===== src/rtl/vp_pkg.sv =====
package vp_pkg;

    localparam int VP_WORD = 16;

    typedef enum logic [2:0] {
        FN_NONE,
        FN_PTR,
        FN_DATA,
        FN_STRIDE,
        FN_CTRL,
        FN_POS_HI,
        FN_POS_LO,
        FN_ACK
    } vp_fn_e;

    typedef struct packed {
        logic [VP_WORD-1:0]   ptr;
        logic [VP_WORD-1:0]   stride;
        logic [VP_WORD-1:0]   ctl;
        logic [2*VP_WORD-1:0] pos;
        logic                 we;
        logic [VP_WORD-1:0]   waddr;
        logic [VP_WORD-1:0]   wdata;
        logic                 pos_ld;
        logic                 ack;
    } vp_state_t;

endpackage


===== src/rtl/vp_word_split.sv =====
module vp_word_split #(
    parameter int OFF_W = 16,
    parameter int DW    = 16
) (
    input  logic                       bus_wr,
    input  logic                       bus_long,
    input  logic [OFF_W-1:0]           bus_off,
    input  logic [2*DW-1:0]            bus_wdata,
    output logic [1:0]                 slot_vld,
    output logic [1:0][OFF_W-1:0]      slot_off,
    output logic [1:0][DW-1:0]         slot_data
);
    localparam logic [OFF_W-1:0] STEP = OFF_W'(2);

    always_comb begin
        slot_vld[0]  = bus_wr;
        slot_off[0]  = bus_off;
        slot_data[0] = bus_long ? bus_wdata[2*DW-1:DW] : bus_wdata[DW-1:0];
        slot_vld[1]  = bus_wr & bus_long;
        slot_off[1]  = bus_off + STEP;
        slot_data[1] = bus_wdata[DW-1:0];
    end
endmodule


===== src/rtl/vp_slot_decode.sv =====
module vp_slot_decode
    import vp_pkg::*;
#(
    parameter int OFF_W = 16
) (
    input  logic             vld,
    input  logic [OFF_W-1:0] off,
    output vp_fn_e           fn
);
    always_comb begin
        fn = FN_NONE;
        if (vld) begin
            case (off)
                OFF_W'(16'h0): fn = FN_PTR;
                OFF_W'(16'h2): fn = FN_DATA;
                OFF_W'(16'h4): fn = FN_STRIDE;
                OFF_W'(16'h6): fn = FN_CTRL;
                OFF_W'(16'h8): fn = FN_POS_HI;
                OFF_W'(16'hA): fn = FN_POS_LO;
                OFF_W'(16'hC): fn = FN_ACK;
                default:       fn = FN_NONE;
            endcase
        end
    end
endmodule


===== src/rtl/vp_port_top.sv =====
module vp_port_top
    import vp_pkg::*;
#(
    parameter int OFF_W = 16
) (
    input  logic                 clk,
    input  logic                 rst_n,
    input  logic                 bus_wr,
    input  logic                 bus_long,
    input  logic [OFF_W-1:0]     bus_off,
    input  logic [2*VP_WORD-1:0] bus_wdata,
    output logic                 vram_we,
    output logic [VP_WORD-1:0]   vram_addr,
    output logic [VP_WORD-1:0]   vram_wdata,
    output logic [VP_WORD-1:0]   vid_ctl,
    output logic [2*VP_WORD-1:0] raster_pos,
    output logic                 raster_pos_ld,
    output logic                 irq_ack
);
    localparam int SLOTS = 2;

    logic [SLOTS-1:0]              slot_vld;
    logic [SLOTS-1:0][OFF_W-1:0]   slot_off;
    logic [SLOTS-1:0][VP_WORD-1:0] slot_data;
    vp_fn_e                        slot_fn [SLOTS];

    vp_state_t st_d, st_q;

    vp_word_split #(.OFF_W(OFF_W), .DW(VP_WORD)) u_split (
        .bus_wr    (bus_wr),
        .bus_long  (bus_long),
        .bus_off   (bus_off),
        .bus_wdata (bus_wdata),
        .slot_vld  (slot_vld),
        .slot_off  (slot_off),
        .slot_data (slot_data)
    );

    for (genvar g = 0; g < SLOTS; g++) begin : g_dec
        vp_slot_decode #(.OFF_W(OFF_W)) u_dec (
            .vld (slot_vld[g]),
            .off (slot_off[g]),
            .fn  (slot_fn[g])
        );
    end

    // Slots are applied in order: the upper half of a long write lands first.
    always_comb begin
        st_d        = st_q;
        st_d.we     = 1'b0;
        st_d.pos_ld = 1'b0;
        st_d.ack    = 1'b0;
        for (int i = 0; i < SLOTS; i++) begin
            case (slot_fn[i])
                FN_PTR:    st_d.ptr = slot_data[i];
                FN_DATA: begin
                    st_d.we    = 1'b1;
                    st_d.waddr = st_d.ptr;
                    st_d.wdata = slot_data[i];
                    st_d.ptr   = st_d.ptr + st_d.stride;
                end
                FN_STRIDE: st_d.stride = slot_data[i];
                FN_CTRL:   st_d.ctl = slot_data[i];
                FN_POS_HI: begin
                    st_d.pos[2*VP_WORD-1:VP_WORD] = slot_data[i];
                    st_d.pos_ld = 1'b1;
                end
                FN_POS_LO: begin
                    st_d.pos[VP_WORD-1:0] = slot_data[i];
                    st_d.pos_ld = 1'b1;
                end
                FN_ACK:    st_d.ack = 1'b1;
                default:   ;
            endcase
        end
    end

    always_ff @(posedge clk) begin
        if (!rst_n) st_q <= '0;
        else        st_q <= st_d;
    end

    assign vram_we       = st_q.we;
    assign vram_addr     = st_q.waddr;
    assign vram_wdata    = st_q.wdata;
    assign vid_ctl       = st_q.ctl;
    assign raster_pos    = st_q.pos;
    assign raster_pos_ld = st_q.pos_ld;
    assign irq_ack       = st_q.ack;

    // an enable pulse only ever follows a bus write
    a_r3_we_after_write: assert property (@(posedge clk) disable iff (!rst_n)
        vram_we |-> $past(bus_wr));

    // a plain word data write advances the pointer by the stride
    a_r4_ptr_step: assert property (@(posedge clk) disable iff (!rst_n)
        $past(bus_wr && !bus_long && bus_off == OFF_W'(2))
            |-> st_q.ptr == $past(st_q.ptr + st_q.stride));

    // the position only moves when the load strobe marks it
    a_r7_pos_marked: assert property (@(posedge clk) disable iff (!rst_n)
        !raster_pos_ld |-> $stable(raster_pos));

    // acknowledge leaves control and stride untouched
    a_r8_ack_quiet: assert property (@(posedge clk) disable iff (!rst_n)
        irq_ack |-> ($stable(vid_ctl) && $stable(st_q.stride)));

    // control changes only as a result of a bus write
    a_r6_ctl_by_write: assert property (@(posedge clk) disable iff (!rst_n)
        !$stable(vid_ctl) |-> $past(bus_wr));
endmodule


===== config.mk =====
export PLATFORM = sky130hd
export DESIGN_NAME = vp_port_top
export DESIGN_NICKNAME = d
export VERILOG_FILES = /design/src/rtl/vp_pkg.sv /design/src/rtl/vp_word_split.sv /design/src/rtl/vp_slot_decode.sv /design/src/rtl/vp_port_top.sv
export SDC_FILE = /design/constraint.sdc
export NUM_CORES = 1
export LEC_CHECK = 0
export BUFFER_PORTS_ARGS = -buffer_cell sky130_fd_sc_hd__buf_2
export CORE_ASPECT_RATIO = 0.8
export CORE_MARGIN = 4
export CORE_UTILIZATION = 52
export CTS_CLUSTER_DIAMETER = 30
export DETAILED_ROUTE_END_ITERATION = 6
export PLACE_DENSITY = 0.74
export SLEW_MARGIN = 15
export SYNTH_ARGS = -nofsm -noshare
export SYNTH_HDL_FRONTEND = slang
export SYNTH_HIERARCHICAL = 1
export SYNTH_SLANG_ARGS = --single-unit

===== constraint.sdc =====
create_clock -name clk -period 5.2 [get_ports clk]
set_input_delay 1.3 -clock clk [delete_from_list [all_inputs] [get_ports clk]]
set_output_delay 1.3 -clock clk [all_outputs]
set_load 0.005 [all_outputs]

# Word level (Yosys, flattened, before mapping)
# Index checks and enable logic that the tools add are counted.
[word_totals] wordCells=69 output_inout_bits=83 reg_bits=115
[op_classes] reduce_logical=8 add_sub_neg=3 n_mux=21 n_eq_ne=26 bitwise=1
[ops] cell="$mux W16" count=9
[ops] cell="$eq A16 B4 Y1 const B" count=6
[ops] cell="$mux W33" count=2
[ops] cell="$eq A16 B3 Y1 const B" count=4
[ops] cell="$pmux W16 S2" count=2
[ops] cell="$pmux W3 S7" count=2
[ops] cell="$add A16 B16 Y16" count=2
[ops] cell="$eq A16 B2 Y1 const B" count=2
[ops] cell="$logic_not A16 Y1" count=2
[ops] cell="$eq A3 B3 Y1 const B" count=8
[ops] cell="$add A16 B2 Y16 const B" count=1
[ops] cell="$eq A3 B2 Y1 const B" count=4
[ops] cell="$reduce_bool A2 Y1" count=4
[ops] cell="$eq A3 B1 Y1 const B" count=2
[ops] cell="$mux W3" count=2
[ops] cell="$mux W1" count=4
[ops] cell="$reduce_or A2 Y1" count=2
[ops] cell="$and A1 B1 Y1" count=1

# Logic depth before layout (Yosys ltp)
# Gate-level depths: netlist of run 1.
[logic_depth] depth_word=7 mapped_depth=21 mapped_depth_nobuf=18

# By module
# Netlist of run 1, hierarchy kept.
[modules_own_cells] mod="vp_port_top" cells_each=882 n_inst=1 area_each_um2=7463.4
[modules_own_cells] mod="vp_word_split" cells_each=91 n_inst=1 area_each_um2=732.0
[modules_own_cells] mod="vp_slot_decode" cells_each=11 n_inst=2 area_each_um2=82.6

# Least setup slack after synthesis of run 1
# No wires, ideal clock.
[synth_timing] path_kind="input to register" startpoint="input bus_off[9]" endpoint="register st_q[114] (netlist name)" setup_ns=0.125 required_time_ns=5.075 arrival_ns=5.046 path_stages=18 n_path_buf=2 setup_slack_ns=0.028 cell_sequence="buf_4 > nor4b_2 > nand4_1 > nor2_1 > nor3b_1 > nor2_1 > clkbuf_1 > a221oi_1 > inv_1 > ha_1 > and3_2 > a211oi_1 > nor4bb_4 > o41ai_4 > mux2i_1 > a2111oi_2 > or3_1 > o221ai_2"
[synth_lines] item="from (decl)" line="vp_port_top.sv:10" text="input logic [OFF_W-1:0] bus_off,"
[synth_lines] item="to (signal assigned)" line="vp_port_top.sv:80" text="else st_q <= st_d;"
[synth_lines] item="to (decl)" line="vp_port_top.sv:27" text="vp_state_t st_d, st_q;"

==> results of run 1 <==
==> per-stage QoR <==
step | hold WS, ps | cells
2_1_floorplan | 457 | 995
5_1_grt | 490 | 1278
4_1_cts | 481 | 1278
3_5_place_dp | 469 | 1247
6_report | 480 | 1278
3_3_place_gp | 467 | 1247
==> cells by family (layout without fill, tap and decap cells) <==
family	count (synthesis)	after routing	synth area share, %
muxes	97	97	12.1
buffers and inverters	188	256	14.1
adders and majority gates	33	33	5.12
AOI/OAI and AO/OA	209	209	19.2
and+or+nand+nor	318	318	18.3
xor gates and xnor gates	35	35	3.67
DFF	115	115	27.5
==> synthesized netlist by cell type (4+ instances only) <==
| library cell | count | share of area, % |
|---|---|---|
| sky130_fd_sc_hd__dfxtp_1 | 115 | 28 |
| sky130_fd_sc_hd__a211oi_1 | 65 | 5.8 |
| sky130_fd_sc_hd__a311oi_1 | 28 | 2.9 |
| sky130_fd_sc_hd__nand4_1 | 4 | 0.30 |
| sky130_fd_sc_hd__ha_1 | 31 | 4.6 |
| sky130_fd_sc_hd__nor4_2 | 7 | 1.0 |
| sky130_fd_sc_hd__a21oi_1 | 25 | 1.5 |
| sky130_fd_sc_hd__buf_4 | 115 | 10 |
| sky130_fd_sc_hd__nor3_1 | 10 | 0.60 |
| sky130_fd_sc_hd__xor2_1 | 16 | 1.7 |
| sky130_fd_sc_hd__a221oi_1 | 10 | 1.0 |
| sky130_fd_sc_hd__or3_1 | 9 | 0.67 |
| sky130_fd_sc_hd__nand2b_1 | 6 | 0.45 |
| sky130_fd_sc_hd__mux2_2 | 24 | 3.2 |
| sky130_fd_sc_hd__a22oi_1 | 7 | 0.63 |
| sky130_fd_sc_hd__mux2_1 | 7 | 0.94 |
| sky130_fd_sc_hd__nand3b_1 | 6 | 0.54 |
| sky130_fd_sc_hd__buf_2 | 10 | 0.60 |
| sky130_fd_sc_hd__xnor2_1 | 19 | 2.0 |
| sky130_fd_sc_hd__nand3_1 | 17 | 1.0 |
| sky130_fd_sc_hd__o211ai_1 | 5 | 0.45 |
| sky130_fd_sc_hd__nor2b_1 | 5 | 0.37 |
| sky130_fd_sc_hd__o21ai_0 | 20 | 1.2 |
| sky130_fd_sc_hd__mux2i_1 | 66 | 7.9 |
| sky130_fd_sc_hd__a21o_1 | 8 | 0.72 |
| sky130_fd_sc_hd__nor2_1 | 133 | 6.0 |
| sky130_fd_sc_hd__o21a_1 | 5 | 0.45 |
| sky130_fd_sc_hd__clkbuf_1 | 43 | 1.9 |
| sky130_fd_sc_hd__inv_1 | 14 | 0.63 |
| sky130_fd_sc_hd__nand2_1 | 91 | 4.1 |
| sky130_fd_sc_hd__a222oi_1 | 4 | 0.48 |
| sky130_fd_sc_hd__and3_1 | 9 | 0.67 |
==> state kept, by name, indices dropped and copies added (netlist names) <==
| name | cells |
|---|---|
| irq_ack | 1 |
| raster_pos | 32 |
| st_q | 32 |
| vram_addr | 16 |
| vid_ctl | 16 |
| raster_pos_ld | 1 |
| vram_we | 1 |
| vram_wdata | 16 |
==> cell type report <==
| cell class | instances | area [um2] |
|---|---|---|
| Fill cell | 1375 | 6330 |
| Timing Repair Buffer | 210 | 1300 |
| Inverter | 15 | 57.6 |
| Clock inverter | 13 | 135 |
| Clock buffer | 18 | 439 |
| Tap cell | 215 | 269 |
| Multi-Input combinational cell | 692 | 4910 |
| Sequential cell | 115 | 2300 |
==> per-layer routing <==
| metal | wire, um | share of wire [%] | vias to the layer above |
|---|---|---|---|
| met5 | 0 | 0 | - |
| met4 | 416 | 1.7 | 0 |
| met3 | 1990 | 8.4 | 31 |
| met2 | 10500 | 44 | 324 |
| met1 | 10900 | 46 | 3549 |
| li1 | - | - | 3601 |
==> placed cells by master, fill, tap and decap left out, types with 17 or more instances in the layout <==
master                        n
sky130_fd_sc_hd__buf_2      134
sky130_fd_sc_hd__a311oi_1    28
sky130_fd_sc_hd__a21oi_1     25
sky130_fd_sc_hd__mux2_2      24
sky130_fd_sc_hd__o21ai_0     20
sky130_fd_sc_hd__a211oi_1    64
sky130_fd_sc_hd__nor2_1     131
sky130_fd_sc_hd__dfxtp_1    115
sky130_fd_sc_hd__buf_4       71
sky130_fd_sc_hd__xnor2_1     19
sky130_fd_sc_hd__clkbuf_16   17
sky130_fd_sc_hd__nand2_1     91
sky130_fd_sc_hd__mux2i_1     66
sky130_fd_sc_hd__ha_1        31
sky130_fd_sc_hd__nand3_1     17
==> final timing paths <==
| path | startpoint | end | cells after the start |
|---|---|---|---|
| worst max-delay path | bus_off[0] | st_q[114] | 18 |
| worst min-delay path | vram_wdata[15] | vram_wdata[15] | 2 |
| worst max register to register | st_q[99] | st_q[114] | 19 |
| worst min register to register | vram_wdata[15] | vram_wdata[15] | 2 |
==> worst register-to-register path, delay by kind of cell, from the launching register on <==
kind,cells,cell delay [ps]
AO/OA/AOI/OAI,9,2100
adder cells (fa/ha/maj),3,930
buffers and inverters,2,260
flip-flops,1,330
multiplexers,1,150
AND/OR/NAND/NOR,4,760
==> power by group through the flow <==
stage | Clock (W) | Combinational (W) | Sequential (W)
finish | 0.00115 | 0.000127 | 0.000881
global route | 0.00120 | 0.000134 | 0.000881
CTS | 0.00116 | 0.000125 | 0.000881
detailed placement | 0 | 0.000124 | 0.000900
global placement | 0 | 0.000123 | 0.000900
floorplan | 0 | 0.0000818 | 0.000900
==> repair_timing <==
action,CTS,global route
hold endpoints to repair,0,0
resized for setup,0,4
endpoints found under the setup margin,0,2
==> tab_implementation.tex, run 1 <==
\begin{tabular}{lr}
\hline
Metric & Value \\
\hline
\multicolumn{2}{l}{\textbf{STA}} \\
Final Max Tran Viols & 0 \\
Peak Freq & roughly 0.21 GHz \\
Fin worst setup slack & approximately 370 ps \\
Hold violation count in the final report & 0 \\
Count of final setup violators & 0 \\
Measured slew at the worst slew-check pin & 1110 ps \\
Slew HR & 26.3\% \\
Clock period minus worst slack & 4830 ps \\
Final period util & 92.8\% \\
Setup TNS & 0 ps \\
Post-route clock skew & 9.37 ps \\
\multicolumn{2}{l}{\textbf{Synth}} \\
Net count after synthesis & between 1k and 1.5k \\
FF+latch count, synth & 115 \\
Count of yosys warnings during synthesis & 6 \\
Post-synthesis cell count & 995 \\
Fraction of registers with async set or reset after synthesis & 0\% \\
Commonest register cell after synthesis & sky130\_fd\_sc\_hd\_\_dfxtp\_1 \\
Post-synthesis instance area & between 8000 and 9000 um2 \\
Share of synthesized area occupied by flip-flops and latches & 27.5\% \\
Per-instance average area after synthesis & 8.40 um2 \\
Number of distinct library cells after synthesis & 73 \\
Number of synthesized flops with an enable pin & 0 \\
\multicolumn{2}{l}{\textbf{Drt}} \\
Average wire per cell in the routed design & between 15 and 20 um \\
Via-per-instance ratio & roughly 5.9 \\
Overall routed net length & about 24 mm \\
TritonRoute pass-1 iters & 7 \\
Number of remaining DRC errors & 1 \\
DRT iter0 DRCs & 655 \\
Total via count in the routed design & 7505 \\
Antenna violation net count after detailed routing & 0 \\
\multicolumn{2}{l}{\textbf{Outcome}} \\
Violations in the final reports & DRC \\
Result of the run & complete, but fails checks \\
\multicolumn{2}{l}{\textbf{Place}} \\
Area after detailed placement & about 8800 um2 \\
Port Buf Inserts & 134 \\
GPL Wtd Cong & 0.890 \\
Detail Placement HPWL & 16.8 mm \\
DP Worst Slack & -107 ps \\
\multicolumn{2}{l}{\textbf{Clock tree}} \\
Sinks on the clock net & between 100 and 150 \\
Inserted Clock Buffers & 17 \\
CTS H-tree lvls & 4 \\
Clock network latency to the later pin of the worst-skew pair & roughly 420 ps \\
CTS Hold Bufs & 0 \\
CTS tree & done \\
Reg clk slew, reported paths & 60 ps \\
Clock Root Buffer & sky130\_fd\_sc\_hd\_\_clkbuf\_16 \\
Clk buf depth & 2 \\
Post-CTS setup buffer count & 0 \\
\multicolumn{2}{l}{\textbf{Cells and area}} \\
Fin nets & 1136 \\
Layout Area Growth over Synthesis & 12.6\% \\
Antenna Cells & 0 \\
Layout Cell Area excl Fill & 9420 um2 \\
Utilization of the core after routing & 59.8\% \\
Fraction of final layout cells with drive strength greater than 1 & 28.5\% \\
\multicolumn{2}{l}{\textbf{Power}} \\
Logic gate share of total power & 5.9\% \\
Portion of total power attributed to the clock network & 53.3\% \\
PwrDens & 229 nW/um2 \\
Static leakage power & 4.42 nW \\
Cell Int Power & 0.00164 W \\
Switching portion of total power & 24.3\% \\
Largest vdd supply drop & approximately 0.00024 V \\
Total power of the final layout & about 0.0022 W \\
Share of power burned in registers & around 41\% \\
Power spent charging and discharging nets & 0.000525 W \\
\multicolumn{2}{l}{\textbf{Global routing}} \\
Total overflow reported by the global router & 0 \\
Number of antenna violations at the first check in global routing & 0 \\
Overall fraction of global-route tracks in use & 25.6\% \\
Most utilized layer in the global route result & met2 \\
Met3 GRT Util & 5.19\% \\
Via count of the first global-routing pass & 6898 \\
First-pass GRT wire length & 36.9 mm \\
Met1 usage in global routing & about 36\% \\
Met2 usage & roughly two fifths \\
Pin count of the biggest net entering global routing & around 100 \\
\multicolumn{2}{l}{\textbf{Floorplanning}} \\
Placement Rows & between 40 and 50 \\
DIE AREA & 18200 um2 \\
Area of the core & 15700 um2 \\
Die X & 150 um \\
Initial Utilization & 53.1\% \\
Height of the die & 121 um \\
I/O pin count & 135 \\
\multicolumn{2}{l}{\textbf{Critical path}} \\
Data required time of the critical path & 5500 ps \\
Critical Path, Cell by Cell & buf\_2, nor4\_2, nand4\_1, nor2\_4, nor3b\_4, nor2\_1, buf\_12, a221oi\_1, inv\_1, ha\_1, and3\_1, a211oi\_2, nor4bb\_4, o41ai\_4, mux2i\_1, a2111oi\_2, or3\_1, o221ai\_2 \\
Worst-path maximum fanout & 12 \\
Worst endpoint data arrival time & 5130 ps \\
Total buffers and inverters traversed by the critical path & 3 \\
CP Capture Type & flip-flop \\
Type of origin of the critical path & input port \\
Highest-delay cell along the critical path & sky130\_fd\_sc\_hd\_\_a2111oi\_2 \\
Max incr delay on CP & 370 ps \\
Kind of critical path & in -> reg \\
Worst path top cell family by delay & simple AND/OR/NAND/NOR gates \\
Reg2Reg Setup Slack & 560 ps \\
\multicolumn{2}{l}{\textbf{Hold path}} \\
Worst min-delay path category & reg -> reg \\
\multicolumn{2}{l}{\textbf{Flow run}} \\
Number of maximum-capacitance constraint violations & 0 \\
\hline
\end{tabular}
Power figures use the tool's default switching activity.
==> run 2, diff against run 1 <==
--- a/config.mk
+++ b/config.mk
@@ -8,10 +8,11 @@
 export BUFFER_PORTS_ARGS = -buffer_cell sky130_fd_sc_hd__buf_2
 export CORE_ASPECT_RATIO = 0.8
 export CORE_MARGIN = 4
-export CORE_UTILIZATION = 52
+export CORE_UTILIZATION = 45
+export CTS_BUF_LIST = sky130_fd_sc_hd__clkbuf_8
 export CTS_CLUSTER_DIAMETER = 30
 export DETAILED_ROUTE_END_ITERATION = 6
-export PLACE_DENSITY = 0.74
+export PLACE_DENSITY = 0.65
 export SLEW_MARGIN = 15
 export SYNTH_ARGS = -nofsm -noshare
 export SYNTH_HDL_FRONTEND = slang
==> run 2 against run 1 <==
Against the previous run:
- register-to-register slack better by 120 ps
- via count down 0.33%
- the flow now finishes without violations
- die area up 15%
- utilization down 9.0 points
- non-clock buffer count up 3
- first-iteration DRC count down 2.0%
- fmax about the same
- total power down 12%
- global-route usage down 2.6 points
- routed wire length up 3.5%
==> tab_implementation.tex, run 2 (synthesized netlist as in run 1, its figures left out) <==
\begin{tabular}{lr}
\hline
Metric & Value \\
\hline
\multicolumn{2}{l}{\textbf{Outcome}} \\
Result of the run & finished clean \\
\multicolumn{2}{l}{\textbf{Drt}} \\
Number of remaining DRC errors & 0 \\
Average wire per cell in the routed design & roughly 19 um \\
DRT iter0 DRCs & 642 \\
Total via count in the routed design & 7480 \\
Via-per-instance ratio & 5.77 \\
Antenna violation net count after detailed routing & 0 \\
TritonRoute pass-1 iters & 5 \\
Overall routed net length & 24.6 mm \\
\multicolumn{2}{l}{\textbf{STA}} \\
Measured slew at the worst slew-check pin & 1060 ps \\
Slew HR & between 20\% and 30\% \\
Count of final setup violators & 0 \\
Hold violation count in the final report & 0 \\
Post-route clock skew & 12.4 ps \\
Peak Freq & 0.207 GHz \\
Final period util & 92.9\% \\
Clock period minus worst slack & around 4800 ps \\
Unrepaired setup endpoints after global routing & false \\
Final Max Tran Viols & 0 \\
\multicolumn{2}{l}{\textbf{Global routing}} \\
Number of antenna violations at the first check in global routing & 0 \\
First-pass GRT wire length & 38.2 mm \\
Pin count of the biggest net entering global routing & 97 \\
Total overflow reported by the global router & 0 \\
Overall fraction of global-route tracks in use & 22.9\% \\
Via count of the first global-routing pass & 6866 \\
\multicolumn{2}{l}{\textbf{Floorplanning}} \\
Height of the die & about 130 um \\
Area of the core & 18200 um2 \\
Initial Utilization & a little under half \\
Die X & 160 um \\
I/O pin count & 135 \\
DIE AREA & between 20000 and 25000 um2 \\
Placement Rows & 44 \\
\multicolumn{2}{l}{\textbf{Clock tree}} \\
Clock Root Buffer & sky130\_fd\_sc\_hd\_\_clkbuf\_8 \\
Resized cells post-CTS & 0 \\
Clock network latency to the later pin of the worst-skew pair & between 400 and 500 ps \\
CTS H-tree lvls & 4 \\
Post-CTS setup buffer count & 0 \\
Reg clk slew, reported paths & 80 ps \\
Sinks on the clock net & 115 \\
CTS Hold Bufs & 0 \\
Inserted Clock Buffers & 17 \\
CTS tree & done \\
Clk buf depth & 2 \\
\multicolumn{2}{l}{\textbf{Cells and area}} \\
Most common cell after layout, fill and taps aside & sky130\_fd\_sc\_hd\_\_buf\_2 \\
Antenna Cells & 0 \\
Finished Layout Cells & $\sim$1.3k \\
Fin nets & 1139 \\
Fraction of final layout cells with drive strength greater than 1 & 28.3\% \\
Layout Cell Area excl Fill & 9230 um2 \\
Commonest cells after routing, fill and taps aside & 134 x sky130\_fd\_sc\_hd\_\_buf\_2, 133 x sky130\_fd\_sc\_hd\_\_nor2\_1, 115 x sky130\_fd\_sc\_hd\_\_dfxtp\_1 \\
Layout Area Growth over Synthesis & 10.4\% \\
Filler cell count in the final layout & $\sim$1.8k \\
\multicolumn{2}{l}{\textbf{Critical path}} \\
CP Capture Type & flip-flop \\
Worst-path maximum fanout & 11 \\
Worst path top cell family by delay & simple AND/OR/NAND/NOR gates \\
R2R depth & 19 \\
Total buffers and inverters traversed by the critical path & 3 \\
Max incr delay on CP & 430 ps \\
Type of origin of the critical path & input port \\
Critical Path, Cell by Cell & buf\_2, nor4b\_2, nand4\_1, nor2\_1, or3b\_1, buf\_12, buf\_4, o21ai\_0, ha\_1, nand3\_1, nand2\_1, nor4bb\_4, o41ai\_4, mux2i\_1, a2111oi\_2, or3\_1, o221ai\_2 \\
Worst endpoint data arrival time & 5120 ps \\
Number of cells on the critical path & 17 \\
Kind of critical path & in -> reg \\
Highest-delay cell along the critical path & sky130\_fd\_sc\_hd\_\_or3b\_1 \\
Data required time of the critical path & around 5500 ps \\
\multicolumn{2}{l}{\textbf{Place}} \\
Number of placed instances with taps included & 1265 \\
GPL Wtd Cong & $\sim$0.95 \\
Area after detailed placement & slightly below 9000 um2 \\
Detail Placement HPWL & 17.5 mm \\
Port Buf Inserts & 134 \\
\multicolumn{2}{l}{\textbf{Hold path}} \\
Worst min-delay path category & reg -> reg \\
Worst hold path stage count & 2 \\
\multicolumn{2}{l}{\textbf{Power}} \\
Static leakage power & 4.36 nW \\
Largest vdd supply drop & roughly 0.00015 V \\
PwrDens & 205 nW/um2 \\
Total power of the final layout & 0.00189 W \\
\multicolumn{2}{l}{\textbf{Flow run}} \\
Number of maximum-capacitance constraint violations & 0 \\
\hline
\end{tabular}
==> run 2: worst paths after layout <==
check,from,end,slack [ps]
max,bus_off[9],st_q[114],370
min,vram_wdata[2],vram_wdata[2],480
max reg2reg,st_q[99],st_q[114],680
min reg2reg,vram_wdata[2],vram_wdata[2],480
==> run 2: routing by layer <==
| metal | GRT usage, % | wire length [um] | vias up |
|---|---|---|---|
| li1 | - | - | 3606 |
| met1 | 33.3 | 11500 | 3517 |
| met2 | 33.8 | 10500 | 335 |
| met3 | 6.00 | 2370 | 22 |
| met4 | 5.77 | 293 | 0 |
| met5 | 0 | 0 | - |
==> run 2: through the flow <==
stage,setup slack (ps),util [%],hold WS [ps],setup TNS (ps)
after CTS,364,50.8,487,0
after global routing,103,50.8,496,0
final,370,50.8,481,0
after global placement,22.0,48.5,468,0
after floorplan,28.4,-,457,0
after detailed placement,-47.5,48.5,473,-47.5
==> run 2: report_power, final <==
group / total [W] / switching [W] / internal, W
clock network: 0.000884 / 0.000400 / 0.000485
logic: 0.000130 / 0.0000879 / 0.0000421
registers: 0.000880 / 0.0000000189 / 0.000880
==> run 2: cell type report <==
type	count	area, um2	share of cell area [%]
clock buffer	18	248	2.68
timing repair buffer	213	1280	13.8
tap	230	288	3.12
inverter	15	57.6	0.624
multi-input combinational	692	4890	53.0
sequential	115	2300	24.9
clock inverter	14	163	1.76
==> run 2: worst register-to-register path, delay by kind of cell (launching register included) <==
| kind | cells | cell delay [ps] |
|---|---|---|
| buf+inv | 2 | 250 |
| simple gates | 4 | 750 |
| fa+ha+maj | 3 | 910 |
| flops | 1 | 330 |
| compound gates | 9 | 1990 |
| mux | 1 | 150 |
